--- config.mk ---
export PLATFORM = sky130hd
export DESIGN_NAME = cmd_status_unit
export DESIGN_NICKNAME = d
export VERILOG_FILES = /design/src/rtl/cmdst_pkg.sv /design/src/rtl/cmdst_decode.sv /design/src/rtl/cmdst_resp_eval.sv /design/src/rtl/cmdst_status.sv /design/src/rtl/cmdst_rsp_bank.sv /design/src/rtl/cmd_status_unit.sv
export SDC_FILE = /design/constraint.sdc
export NUM_CORES = 1
export LEC_CHECK = 0
export ABC_AREA = 1
export ABC_CLOCK_PERIOD_IN_PS = 9900
export BUFFER_PORTS_ARGS = -buffer_cell sky130_fd_sc_hd__buf_2
export CAP_MARGIN = 20
export CORE_ASPECT_RATIO = 1.75
export CORE_MARGIN = 4
export CORE_UTILIZATION = 50
export CTS_CLUSTER_DIAMETER = 60
export DETAILED_ROUTE_END_ITERATION = 10
export PLACE_DENSITY = 0.73
export SLEW_MARGIN = 10
export SYNTH_ARGS = -nofsm -noshare
export SYNTH_HDL_FRONTEND = slang
export SYNTH_SLANG_ARGS = --single-unit
--- constraint.sdc ---
create_clock -name clk -period 9.9 [get_ports clk]
set_input_delay 0.495 -clock clk [delete_from_list [all_inputs] [get_ports clk]]
set_output_delay 0.495 -clock clk [all_outputs]
set_load 0.005 [all_outputs]
--- src/rtl/cmdst_pkg.sv ---
package cmdst_pkg;

  localparam int REG_W = 16;

  localparam logic [3:0] A_CMD  = 4'd0;
  localparam logic [3:0] A_ARGL = 4'd1;
  localparam logic [3:0] A_ARGH = 4'd2;
  localparam logic [3:0] A_CTRL = 4'd3;
  localparam logic [3:0] A_STAT = 4'd4;
  localparam logic [3:0] A_IE   = 4'd5;

  localparam int EN_BIT  = 11;
  localparam int ST_DONE = 0;
  localparam int ST_STOP = 2;
  localparam int ST_TMO  = 7;
  localparam int ST_OCR  = 12;
  localparam int ST_CERR = 14;

  localparam logic [1:0] CT_DATA  = 2'd3;
  localparam logic [5:0] IDX_STOP = 6'd12;

  typedef enum logic [2:0] {
    RK_NONE,
    RK_R1,
    RK_R1B,
    RK_R2,
    RK_R3,
    RK_R6
  } rsp_kind_e;

  typedef struct packed {
    logic       dir;
    logic [1:0] ctype;
    rsp_kind_e  kind;
    logic       init;
    logic [5:0] index;
  } cmd_fields_t;

endpackage

--- src/rtl/cmdst_decode.sv ---
module cmdst_decode
  import cmdst_pkg::*;
(
  input  logic [REG_W-1:0] word,
  output cmd_fields_t      fields
);

  always_comb begin
    fields.index = word[5:0];
    fields.init  = word[7];
    fields.ctype = word[13:12];
    fields.dir   = word[15];
    unique case (word[10:8])
      3'd1:    fields.kind = word[11] ? RK_R1B : RK_R1;
      3'd2:    fields.kind = RK_R2;
      3'd3:    fields.kind = RK_R3;
      3'd6:    fields.kind = RK_R6;
      default: fields.kind = RK_NONE;
    endcase
  end

endmodule

--- src/rtl/cmdst_resp_eval.sv ---
module cmdst_resp_eval
  import cmdst_pkg::*;
#(
  parameter int          RSP_BYTES = 16,
  parameter int          LEN_W     = $clog2(RSP_BYTES + 1),
  parameter logic [31:0] ERR_MASK  = 32'hFDF9_0000
) (
  input  rsp_kind_e                kind,
  input  logic [5:0]               index,
  input  logic [LEN_W-1:0]         len,
  input  logic [RSP_BYTES*8-1:0]   data,
  output logic                     store,
  output logic [REG_W-1:0]         set_bits
);

  localparam logic [LEN_W-1:0] SHORT_NEED = LEN_W'(4);
  localparam logic [LEN_W-1:0] LONG_NEED  = LEN_W'(RSP_BYTES);

  logic [LEN_W-1:0] need;
  logic             expects;
  logic             short_rsp;
  logic [31:0]      card_word;

  always_comb begin
    unique case (kind)
      RK_R1, RK_R1B, RK_R3, RK_R6: need = SHORT_NEED;
      RK_R2:                       need = LONG_NEED;
      default:                     need = '0;
    endcase
    expects   = (kind != RK_NONE);
    short_rsp = expects && (len < need);
    store     = expects && !short_rsp;
    card_word = {data[7:0], data[15:8], data[23:16], data[31:24]};

    set_bits = '0;
    if (short_rsp) begin
      set_bits[ST_TMO] = 1'b1;
    end else begin
      set_bits[ST_DONE] = 1'b1;
      if (index == IDX_STOP) set_bits[ST_STOP] = 1'b1;
      if ((kind == RK_R1 || kind == RK_R1B) && |(card_word & ERR_MASK))
        set_bits[ST_CERR] = 1'b1;
      if (kind == RK_R3 && !card_word[31])
        set_bits[ST_OCR] = 1'b1;
    end
  end

endmodule

--- src/rtl/cmdst_status.sv ---
module cmdst_status
  import cmdst_pkg::*;
#(
  parameter int IE_W = 15
) (
  input  logic             clk,
  input  logic             rst,
  input  logic             clr_all,
  input  logic [REG_W-1:0] clr_bits,
  input  logic [REG_W-1:0] set_bits,
  input  logic             ie_wr,
  input  logic [IE_W-1:0]  ie_wdata,
  output logic [REG_W-1:0] status_q,
  output logic [IE_W-1:0]  ie_q,
  output logic             irq_q
);

  logic [REG_W-1:0] status_d;
  logic [IE_W-1:0]  ie_d;

  always_comb begin
    if (clr_all) status_d = '0;
    else         status_d = (status_q & ~clr_bits) | set_bits;
    ie_d = ie_wr ? ie_wdata : ie_q;
  end

  always_ff @(posedge clk) begin
    if (rst) begin
      status_q <= '0;
      ie_q     <= '0;
      irq_q    <= 1'b0;
    end else begin
      status_q <= status_d;
      ie_q     <= ie_d;
      irq_q    <= |(status_d[IE_W-1:0] & ie_d);
    end
  end

endmodule

--- src/rtl/cmdst_rsp_bank.sv ---
module cmdst_rsp_bank
  import cmdst_pkg::*;
#(
  parameter int RSP_REGS = 8,
  parameter int IDX_W    = $clog2(RSP_REGS)
) (
  input  logic                      clk,
  input  logic                      rst,
  input  logic                      clear,
  input  logic                      load,
  input  logic [RSP_REGS*16-1:0]    bytes_in,
  input  logic [IDX_W-1:0]          rd_idx,
  output logic [REG_W-1:0]          rd_data
);

  logic [REG_W-1:0] bank_q [RSP_REGS];

  for (genvar j = 0; j < RSP_REGS; j++) begin : g_slot
    localparam int K = RSP_REGS - 1 - j;
    always_ff @(posedge clk) begin
      if (rst || clear)
        bank_q[j] <= '0;
      else if (load)
        bank_q[j] <= {bytes_in[16*K +: 8], bytes_in[16*K + 8 +: 8]};
    end
  end

  assign rd_data = bank_q[rd_idx];

endmodule

--- src/rtl/cmd_status_unit.sv ---
module cmd_status_unit
  import cmdst_pkg::*;
#(
  parameter int          RSP_REGS  = 8,
  parameter int          IE_W      = 15,
  parameter logic [31:0] ERR_MASK  = 32'hFDF9_0000,
  parameter int          RSP_BYTES = 2 * RSP_REGS,
  parameter int          LEN_W     = $clog2(RSP_BYTES + 1)
) (
  input  logic                   clk,
  input  logic                   rst,
  input  logic                   reg_wr,
  input  logic [3:0]             reg_addr,
  input  logic [REG_W-1:0]       reg_wdata,
  input  logic [3:0]             reg_rd_addr,
  output logic [REG_W-1:0]       reg_rdata,
  output logic                   card_req,
  output logic [5:0]             card_req_index,
  output logic [31:0]            card_req_arg,
  input  logic                   card_rsp_valid,
  input  logic [LEN_W-1:0]       card_rsp_len,
  input  logic [RSP_BYTES*8-1:0] card_rsp_data,
  output logic                   xfer_active,
  output logic                   xfer_dir,
  output logic                   fifo_flush,
  output logic                   irq
);

  localparam int IDX_W = $clog2(RSP_REGS);

  logic [REG_W-1:0] cmd_q, ctrl_q, argl_q, argh_q;
  logic             pending_q;
  logic             enable_q;
  logic [REG_W-1:0] status_q;
  logic [IE_W-1:0]  ie_q;

  cmd_fields_t new_f, held_f;

  cmdst_decode u_dec_new  (.word(reg_wdata), .fields(new_f));
  cmdst_decode u_dec_held (.word(cmd_q),     .fields(held_f));

  assign enable_q = ctrl_q[EN_BIT];

  logic wr_cmd, wr_ctrl, wr_stat, wr_ie;
  logic cmd_accept, init_zero, disable_wr, rsp_take;

  assign wr_cmd     = reg_wr && (reg_addr == A_CMD);
  assign wr_ctrl    = reg_wr && (reg_addr == A_CTRL);
  assign wr_stat    = reg_wr && (reg_addr == A_STAT);
  assign wr_ie      = reg_wr && (reg_addr == A_IE);
  assign cmd_accept = wr_cmd && enable_q && !pending_q;
  assign init_zero  = new_f.init && (new_f.index == 6'd0);
  assign disable_wr = wr_ctrl && !reg_wdata[EN_BIT];
  assign rsp_take   = pending_q && card_rsp_valid && !disable_wr;

  logic             rsp_store;
  logic [REG_W-1:0] rsp_set;

  cmdst_resp_eval #(
    .RSP_BYTES(RSP_BYTES),
    .LEN_W    (LEN_W),
    .ERR_MASK (ERR_MASK)
  ) u_eval (
    .kind    (held_f.kind),
    .index   (held_f.index),
    .len     (card_rsp_len),
    .data    (card_rsp_data),
    .store   (rsp_store),
    .set_bits(rsp_set)
  );

  logic [REG_W-1:0] set_bits, clr_bits;

  always_comb begin
    set_bits = '0;
    if (cmd_accept && init_zero) set_bits[ST_DONE] = 1'b1;
    if (rsp_take)                set_bits = set_bits | rsp_set;
    clr_bits = wr_stat ? reg_wdata : '0;
  end

  cmdst_status #(.IE_W(IE_W)) u_status (
    .clk     (clk),
    .rst     (rst),
    .clr_all (disable_wr),
    .clr_bits(clr_bits),
    .set_bits(set_bits),
    .ie_wr   (wr_ie),
    .ie_wdata(reg_wdata[IE_W-1:0]),
    .status_q(status_q),
    .ie_q    (ie_q),
    .irq_q   (irq)
  );

  logic [REG_W-1:0] rsp_rd;

  cmdst_rsp_bank #(.RSP_REGS(RSP_REGS)) u_bank (
    .clk     (clk),
    .rst     (rst),
    .clear   (cmd_accept),
    .load    (rsp_take && rsp_store),
    .bytes_in(card_rsp_data),
    .rd_idx  (reg_rd_addr[IDX_W-1:0]),
    .rd_data (rsp_rd)
  );

  // Register file and command sequencing.
  always_ff @(posedge clk) begin
    if (rst) begin
      cmd_q          <= '0;
      ctrl_q         <= '0;
      argl_q         <= '0;
      argh_q         <= '0;
      pending_q      <= 1'b0;
      card_req       <= 1'b0;
      card_req_index <= '0;
      card_req_arg   <= '0;
      xfer_active    <= 1'b0;
      xfer_dir       <= 1'b0;
      fifo_flush     <= 1'b0;
    end else begin
      card_req   <= 1'b0;
      fifo_flush <= 1'b0;
      if (reg_wr && reg_addr == A_ARGL) argl_q <= reg_wdata;
      if (reg_wr && reg_addr == A_ARGH) argh_q <= reg_wdata;
      if (wr_ctrl) ctrl_q <= reg_wdata;
      if (rsp_take) pending_q <= 1'b0;
      if (cmd_accept) begin
        cmd_q <= reg_wdata;
        if (!init_zero) begin
          pending_q      <= 1'b1;
          card_req       <= 1'b1;
          card_req_index <= new_f.index;
          card_req_arg   <= {argh_q, argl_q};
          if (new_f.ctype == CT_DATA) begin
            xfer_active <= 1'b1;
            xfer_dir    <= new_f.dir;
            fifo_flush  <= 1'b1;
          end else begin
            xfer_active <= 1'b0;
          end
        end
      end
      if (disable_wr) begin
        pending_q  <= 1'b0;
        fifo_flush <= 1'b1;
      end
    end
  end

  // Registered read port.
  always_ff @(posedge clk) begin
    if (rst) begin
      reg_rdata <= '0;
    end else if (reg_rd_addr[3]) begin
      reg_rdata <= rsp_rd;
    end else begin
      unique case (reg_rd_addr)
        A_CMD:   reg_rdata <= cmd_q;
        A_ARGL:  reg_rdata <= argl_q;
        A_ARGH:  reg_rdata <= argh_q;
        A_CTRL:  reg_rdata <= ctrl_q;
        A_STAT:  reg_rdata <= status_q;
        A_IE:    reg_rdata <= REG_W'(ie_q);
        default: reg_rdata <= '0;
      endcase
    end
  end

endmodule

### Word-level counts from Yosys, hierarchy flattened

Memories as Yosys holds them, arrays and structs flattened.
Cells that the tools add are included.

| storage, ports and cells | value |
|---|---|
| flip-flop bits (word level) | 155 |
| bits of input ports | 161 |
| memory bits (writable) | 128 |
| memories kept | 1 |

| operators by class | value |
|---|---|
| reduce and logical (&&, ||, !) cells | 36 |
| mux-type cells | 39 |
| magnitude comparators | 1 |
| equality and inequality tests | 21 |
| bitwise operators | 15 |

Memory list:

| name | depth | width | read ports | clocked after memory_dff | wr ports | RTL line | text |
|---|---|---|---|---|---|---|---|
| u_bank.bank_q | 8 | 16 | 1 | 0 | 8 | cmdst_rsp_bank.sv:16 | `logic [REG_W-1:0] bank_q [RSP_REGS];` |

Operators by type and width:

| cell | number |
|---|---|
| two-way mux 16 bit | 10 |
| one-hot mux 16 bit (6 select lines) | 1 |
| two-way mux 15 bit | 3 |
| two-way mux 1 bit | 22 |
| logical AND 1 bit | 18 |
| AND 16 bit | 1 |
| == test 4 x 2 -> 1 bit, second input constant | 4 |
| == test 4 x 3 -> 1 bit, second input constant | 4 |
| NOT 16 bit | 1 |
| bitwise OR 16 x 15 -> 16 bit | 1 |
| AND 15 bit | 1 |
| bitwise OR 1 x 15 -> 15 bit | 1 |
| OR reduction 15 bit | 1 |
| OR reduction 13 bit | 1 |
| == test 3 x 2 -> 1 bit, second input constant | 4 |
| one-hot mux 3 bit (4 select lines) | 1 |
| one-hot mux 5 bit (2 select lines) | 1 |
| == test 3 bit, second input constant | 3 |
| == test 4 x 1 -> 1 bit, second input constant | 2 |
| logical NOT 4 bit | 2 |
| bitwise OR 1 bit | 8 |
| == test 3 x 1 -> 1 bit, second input constant | 2 |
| == test 6 x 4 -> 1 bit, second input constant | 1 |
| logical NOT 6 bit | 1 |
| 11 further kinds | 18 |

### Logic depth before layout (Yosys ltp)

Gate-level depths: netlist of run 1.

| depth | value |
|---|---|
| depth in word-level cells | 14 |
| gate-level depth with buffers | 13 |
| mapped depth without buffers | 13 |

### Cells and area by module

From an unflattened synthesis of run 1, not the netlist that was laid out.

| second synthesis, totals | value |
|---|---|
| cell total of the unflattened synthesis | 1951 |
| area, all modules | 14161.1 sq um |

By module, submodules not included:

| module | sequential area each (sq um) | cells each | instances | area each (sq um) |
|---|---|---|---|---|
| cmdst_rsp_bank | 3843.7 | 828 | 1 | 6656.4 |
| cmd_status_unit | 2462.4 | 815 | 1 | 5562.8 |
| cmdst_status | 640.6 | 209 | 1 | 1392.6 |
| cmdst_resp_eval | 0.0 | 53 | 1 | 281.5 |
| cmdst_decode | 0.0 | 23 | 2 | 133.9 |

### Worst setup path before layout of run 1

Ideal clock, no wire load.

| timing path | value |
|---|---|
| kind | input-to-reg |
| from | input port reg_addr[3] |
| to | memory u_bank.bank_q[0][0] (enable) |
| path buffers | 0 |
| data arrival time | 3146 ps |
| path slack | 5636 ps |
| stages | 6 |
| library setup time | 1119 ps |
| cell sequence | nor3_2 nand3_1 nand2_1 inv_2 nand3_1 nand2_1 |

RTL lines:

| what | RTL line | text |
|---|---|---|
| start: declaration | cmd_status_unit.sv:13 | `input logic [3:0] reg_addr,` |
| end: declaration | cmdst_rsp_bank.sv:16 |  |

### Worst setup path in the final report of run 1

| timing path | value |
|---|---|
| from | input port reg_rd_addr[0] |
| to | register reg_rdata[10] |

| between the ends | value |
|---|---|
| cells in the longest elaborated chain, start to end | 3 |
| elaborated cells on any way between the ends | 9 |
| those cells by class | eq/ne: 5; mux: 2; reduce/logical: 1; memory: 1 |

Ends and longest elaborated chain:

| what | RTL line | text |
|---|---|---|
| start: declaration | cmd_status_unit.sv:15 | `input logic [3:0] reg_rd_addr,` |
| == test 4 x 3 -> 1 bit (tied with other cells) | cmd_status_unit.sv:157 | `unique case (reg_rd_addr)` |
| one-hot mux 16 bit (6 select lines) | cmd_status_unit.sv:157 |  |
| two-way mux 16 bit (*) | cmd_status_unit.sv:154 | `end else if (reg_rd_addr[3]) begin` |
| end signal: assignment | cmd_status_unit.sv:155 | `reg_rdata <= rsp_rd;` |
| end signal: assignment | cmd_status_unit.sv:158 | `A_CMD: reg_rdata <= cmd_q;` |
| end signal: assignment | cmd_status_unit.sv:159 | `A_ARGL: reg_rdata <= argl_q;` |
| end: declaration | cmd_status_unit.sv:16 | `output logic [REG_W-1:0] reg_rdata,` |

Mark *: on every way between the ends. The rest lies on a longest branch, timed or not.
A chain may end at the register's enable or synchronous reset.

==> results.yml, run 1 <==
final_layout:
  finalInstanceArea_sq_mm: 0.01420
  antenna_cells: 0
  multi_input_area_sq_mm: 0.003826
  final_nets: 1724
  final_util_pct: 59.35
  layout-drive-gt1-share_pct: 19.09
  regArea_sq_mm: 0.006947
  nFillCells: 2131
  area_delta_synth_final_pct: 17.58
die:
  die-area_sq_mm: 0.02681
  die_h_microns: 213.6
  core_area_sq_mm: 0.02393
  num_rows: 75
  dieWidth_microns: 125.5
  pin_count: 220
  start_util_pct: 50.48
detailed_routing:
  drc: 0
  wl_met3_microns: 2223
  m1WireLength_microns: 12430
  wl_met2_microns: 17080
  drt_first_pass_iters: 6
  vias: 10180
  highest_layer: "met5"
  routedWlPerCell_microns: 17.83
  drtIter0Drc: 853
  vias_per_cell: 5.388
  ant_nets: 0
  drt_wl_total_microns: 33700
cts:
  cts_tree: "yes"
  max-clock-path-buffers: 3
  cts_resized: 0
  path_clk_slew_ns: 0.07
  htreeDepth: 1
  cts_setup_buffers: 0
  root_buffer: "clkbuf_16"
  cts_sinks: 283
  cts-buffers-inserted: 26
  ctsHoldBuffers: 0
  clk_latency_ns: 0.53
placed_design:
  placed_area_sq_mm: 0.01325
  gp_congestion: 0.9598
  io_buffers: 217
  place_hpwl_microns: 23690
  place_ws_ns: 6.333
sta:
  rsz0062_at_grt: "no"
  period_share_pct: 31.74
  setup_viol: 0
  slew_viol_final: 0
  skew_ns: 0.007530
  final.setup.worst_slack_ns: 6.758
  final-hold-violation-count: 0
  period_minus_slack_ns: 3.142
  fmaxAchievable_ghz: 0.3182
  tightest_slew_ns: 0.9930
  relSlewSlack_pct: 33.73
  fin_setup_tns_ns: 0
worst_setup_path:
  startpoint_type: "input port"
  critical-path-top-delay-family: "buffers and inverters"
  slowest_delay_ns: 0.58
  r2r_setup_slack_ns: 6.95
  cp.buffers_inverters: 3
  path_class: "in2reg"
  required_ns: 10.34
  cp_max_fo: 38
  crit_arrival_ns: 3.58
  cp_cell_sequence: "buf_2 > inv_2 > nor2_2 > buf_4 > nand2_1 > o22ai_1 > nor3_1 > a21oi_1"
  crit_path_end_kind: "flip-flop"
  slowest_stage: "nand2_1"
pwr:
  p_per_area_mw_per_mm2: 174.5
  leakage_nw: 6.279
  vdd_drop_max_v: 0.0001385
yosys:
  avgSynthCellArea_sq_um: 8.690
  netlist_top_cells_count: "inv_1 (241), nor2_1 (179), dfxtp_1 (155)"
  yosysMostFrequentCell: "inv_1"
  syn_inst: 1390
  yosysWarnings: 0
  synth_fp_nets: 1552
  yosys-top-cells-area: "edfxtp_1 (32%), dfxtp_1 (26%), inv_1 (7.5%), nor2_1 (5.6%), nand3_1 (5.3%)"
  synth-edff-count: 128
  ys_seq_area_share_pct: 57.51
  netlist_area_sq_mm: 0.01208
  post-synth-top-area-fraction_pct: 31.82
  synthFlopType: "dfxtp_1"
  synthArstFlopShare_pct: 0
  synth_cell_types: 29
  synth_area_leader_cell: "edfxtp_1"
  ys_ff_latch: 283
global_routing:
  grt_pass1_vias: 9575
  grt_pass1_wl_microns: 51980
  overflow: 0
  antenna_found_initial: 1
  grtUsageTotal_pct: 24.40
  grt_max_degree: 101
run_status:
  status: "completed"
job:
  maxCapViolations: 0
hold_path:
  worstHoldPathType: "in2reg"
-- metal layers --
metal | vias to the layer above | GRT usage (%)
met5 | - | 0
met4 | 2 | 13.17
met3 | 91 | 2.891
met2 | 443 | 43.20
met1 | 4678 | 29.01
li1 | 4969 | -
-- cell usage in the layout, fill, tap and decap left out --
cell type   count
a211oi_1        1
a21oi_1       118
a22oi_1        32
a311oi_1        1
buf_2         217
buf_4          10
buf_8           1
bufinv_16       1
clkbuf_16      31
clkbuf_8        3
clkinv_1        1
clkinv_2        7
clkinv_4        2
clkinvlp_4      1
dfxtp_1       155
edfxtp_1      128
ha_1            1
inv_1         240
inv_2           8
inv_4           1
inv_6           1
inv_8           1
nand2_1        75
nand2_2         4
nand2_4         2
nand3_1       128
nand3b_1        3
nand4_1        37
nor2_1        175
nor2_2          5
nor2_4          4
nor2_8          2
nor3_1         17
nor3_2          1
o21ai_0       110
o21ai_1        31
o22ai_1        27
-- worst reg2reg max path: cells and delay by family (launching register included) --
kind | cells | cell delay, ns
simple gates | 5 | 1.23
flops | 1 | 0.31
buf+inv | 2 | 0.99
-- logic make-up after synthesis --
family | synth area share [%]
simple gates | 17.13
flops | 57.51
buf+inv | 11.00
fa+ha+maj | 0.1036
compound gates | 14.25
-- flip-flops by register name, indices dropped and copies added (netlist names), 15 cells and up --
name and count:
u_bank.bank_q 128, card_req_arg 32, u_status.status_q 16, argh_q 16, u_status.ie_q 15, reg_rdata 16, ctrl_q 16, cmd_q 16
argl_q 16
-- where the power goes --
group	internal [mW]	switching [mW]
Combinational	0.0510	0.110
Clock	0.615	0.448
Sequential	1.25	0.00892
Total	1.91	0.567
-- layout make-up --
class,instances,share of cell area [%]
clock inverter,14,0.8193
tap,308,2.713
sequential,283,48.91
timing repair buffer,228,8.281
multi-input combinational,774,26.94
clock buffer,34,5.753
inverter,249,6.581
-- path summary, 6_finish.rpt --
path,start,to,cells past startpoint
setup / recovery,reg_rd_addr[0],reg_rdata[10],8
setup reg to reg,ctrl_q[11],u_bank.bank_q[6][3],7
hold / removal,reg_wdata[15],u_status.status_q[15],2
hold reg to reg,u_status.status_q[15],u_status.status_q[15],2
-- per-stage QoR --
| stage | hold WS (ns) | instances | total power [mW] |
|---|---|---|---|
| after floorplan | 0.4230 | 1390 | 1.364 |
| after global placement | 0.4364 | 1841 | 1.437 |
| after detailed placement | 0.4436 | 1841 | 1.440 |
| after CTS | 0.2268 | 1889 | 2.488 |
| after global routing | 0.2265 | 1890 | 2.552 |
| final | 0.2341 | 1890 | 2.478 |
Note: power is estimated with default switching activity, not from simulation.
==> inputs of run 2 (changes only) <==
ABC_CLOCK_PERIOD_IN_PS = 3150   (was 9900)
clock period = 3.15 ns   (was 9.9 ns; I/O delays follow)
==> run 2 against run 1 <==
Total power rose to 3.1 times the previous value. Clock skew down 0.00053 ns. Setup slack worse by 5.8 ns. Non-clock buffer count up 152. Sequential power rose to 3.2 times the previous value. Sequential cell count unchanged. Worst hold slack worse by 0.20 ns. Clock-buffer cell count unchanged. Wire length up 11%. Global-route usage up 2.9 points. Sequential share of layout area down 4.4 points. Die area unchanged. Largest cell class unchanged. Largest power group unchanged.
==> results.yml, run 2 (synthesis results as in run 1) <==
worst_setup_path:
  crit_path_start: "cmd_q[8]"
  crit_path_end_kind: "flip-flop"
  reg2reg_depth: 8
  crit_arrival_ns: 2.43
  timing.rr.start: "cmd_q[8]"
  r2r_setup_slack_ns: 0.92
  cp_max_fo: 49
  worstSetupEndpoint: "u_bank.bank_q[2][6]"
  startpoint_type: "flip-flop"
  reg2reg_to: "u_bank.bank_q[2][6]"
  path_class: "reg2reg"
  required_ns: 3.36
final_layout:
  finalInstanceArea_sq_mm: 0.01561
  area_delta_synth_final_pct: 29.22
  antenna_cells: 0
  final_nets: 1874
  layout-drive-gt1-share_pct: 17.28
  largest_register: "u_bank.bank_q"
  largest_reg_flops: 128
  nFillCells: 1872
  largestRegisters: "u_bank.bank_q (128), card_req_arg (32)"
  layout.cells.most_common: "inv_1"
  mostFrequentLayoutCells: "inv_1 (241), buf_2 (217), nor2_1 (177)"
run_status:
  status: "completed"
sta:
  setup_viol: 0
  fin_setup_tns_ns: 0
  final-hold-violation-count: 0
  period_share_pct: 70.67
  tightest_slew_ns: 1.091
  fmaxAchievable_ghz: 0.4492
  skew_ns: 0.007001
  rsz0062_at_grt: "no"
  period_minus_slack_ns: 2.226
  slew_viol_final: 0
  relSlewSlack_pct: 27.07
die:
  start_util_pct: 50.48
  dieWidth_microns: 125.5
  pin_count: 220
  core_area_sq_mm: 0.02393
  die_h_microns: 213.6
  num_rows: 75
  die-area_sq_mm: 0.02681
cts:
  path_clk_slew_ns: 0.07
  cts_sinks: 283
  cts-buffers-inserted: 24
  root_buffer: "clkbuf_16"
  clk_latency_ns: 0.52
  cts_setup_buffers: 0
  htreeDepth: 1
  max-clock-path-buffers: 3
  cts_tree: "yes"
job:
  maxCapViolations: 0
detailed_routing:
  routedWlPerCell_microns: 18.39
  ant_nets: 0
  vias_per_cell: 5.385
  vias: 10970
  drtIter0Drc: 880
  drt_wl_total_microns: 37490
  drc: 0
  drt_first_pass_iters: 8
global_routing:
  grt_max_degree: 101
  grt_pass1_vias: 10880
  grtUsageTotal_pct: 27.28
  antenna_found_initial: 1
  grt_pass1_wl_microns: 57930
  overflow: 0
placed_design:
  gp_congestion: 0.9540
  io_buffers: 217
  placed_area_sq_mm: 0.01341
  place_hpwl_microns: 24320
hold_path:
  worstHoldPathType: "in2reg"
pwr:
  vdd_drop_max_v: 0.0005173
  p_per_area_mw_per_mm2: 484.4
  leakage_nw: 6.865
run 2: cell types whose count changed in the layout (fill, tap and decap cells not counted), sizes merged:
cell,before,now
dlygate4sd3,0,141
clkinv,10,8
buf,228,239
inv,251,249
run 2: power breakdown:
part	switching, mW	total, mW	internal, mW
clock	1.30	2.95	1.65
combinational	0.387	0.673	0.286
sequential	0.0281	3.94	3.91
total	1.71	7.56	5.85
run 2: what timing repair did:
item / in CTS / in global routing
resized for setup: 0 / 0
hold endpoints to repair: 161 / 0
hold buffers: 141 / 0
run 2: worst min-delay path by stage:
stage	start	to	slack, ns	cells after the start
after detailed placement	reg_wdata[15]	u_status.status_q[15]	0.42	2
after global placement	reg_wdata[15]	u_status.status_q[15]	0.41	2
after floorplan	reg_wdata[15]	u_status.status_q[15]	0.25	1
after global routing	rst	u_status.ie_q[6]	0.03	2
final	rst	u_status.ie_q[11]	0.04	2
after CTS	reg_wdata[14]	u_status.ie_q[14]	0.006	3
run 2: critical path: stages (launching register included):
cell,delay [ns]
dfxtp_1,0.33
nor2_1,0.17
nand2_1,0.08
ha_1,0.28
nand2_1,0.06
nand2_1,0.08
nand3_1,0.13
nand2_4,0.42
buf_12,0.32
run 2: layout make-up:
class	instances	area [sq um]	area share, %
clock buffer	34	709.4	4.545
sequential	283	6947	44.51
multi-input combinational	774	3821	24.48
timing repair buffer	380	2738	17.54
inverter	249	934.6	5.988
tap	308	385.4	2.469
clock inverter	10	73.82	0.4729
run 2: metrics by stage:
| stage | hold slack (ns) | power (mW) | cells | setup slack, ns | utilization [%] |
|---|---|---|---|---|---|
| 2_1_floorplan | 0.2511 | 4.281 | 1390 | 0.2072 | - |
| 3_3_place_gp | 0.4148 | 4.528 | 1853 | 1.015 | 56.06 |
| 3_5_place_dp | 0.4231 | 4.537 | 1853 | 0.9276 | 56.06 |
| 4_1_cts | 0.006377 | 7.579 | 2038 | 0.9161 | 65.23 |
| 5_1_grt | 0.03347 | 7.800 | 2038 | 0.7282 | 65.23 |
| 6_report | 0.03507 | 7.561 | 2038 | 0.9239 | 65.23 |
run 2: per-layer routing:
metal	GRT usage, %	part of all wire [%]
met1	31.05	36
met2	49.13	52
met3	3.789	6.7
met4	15.42	6.1
met5	0	0.029
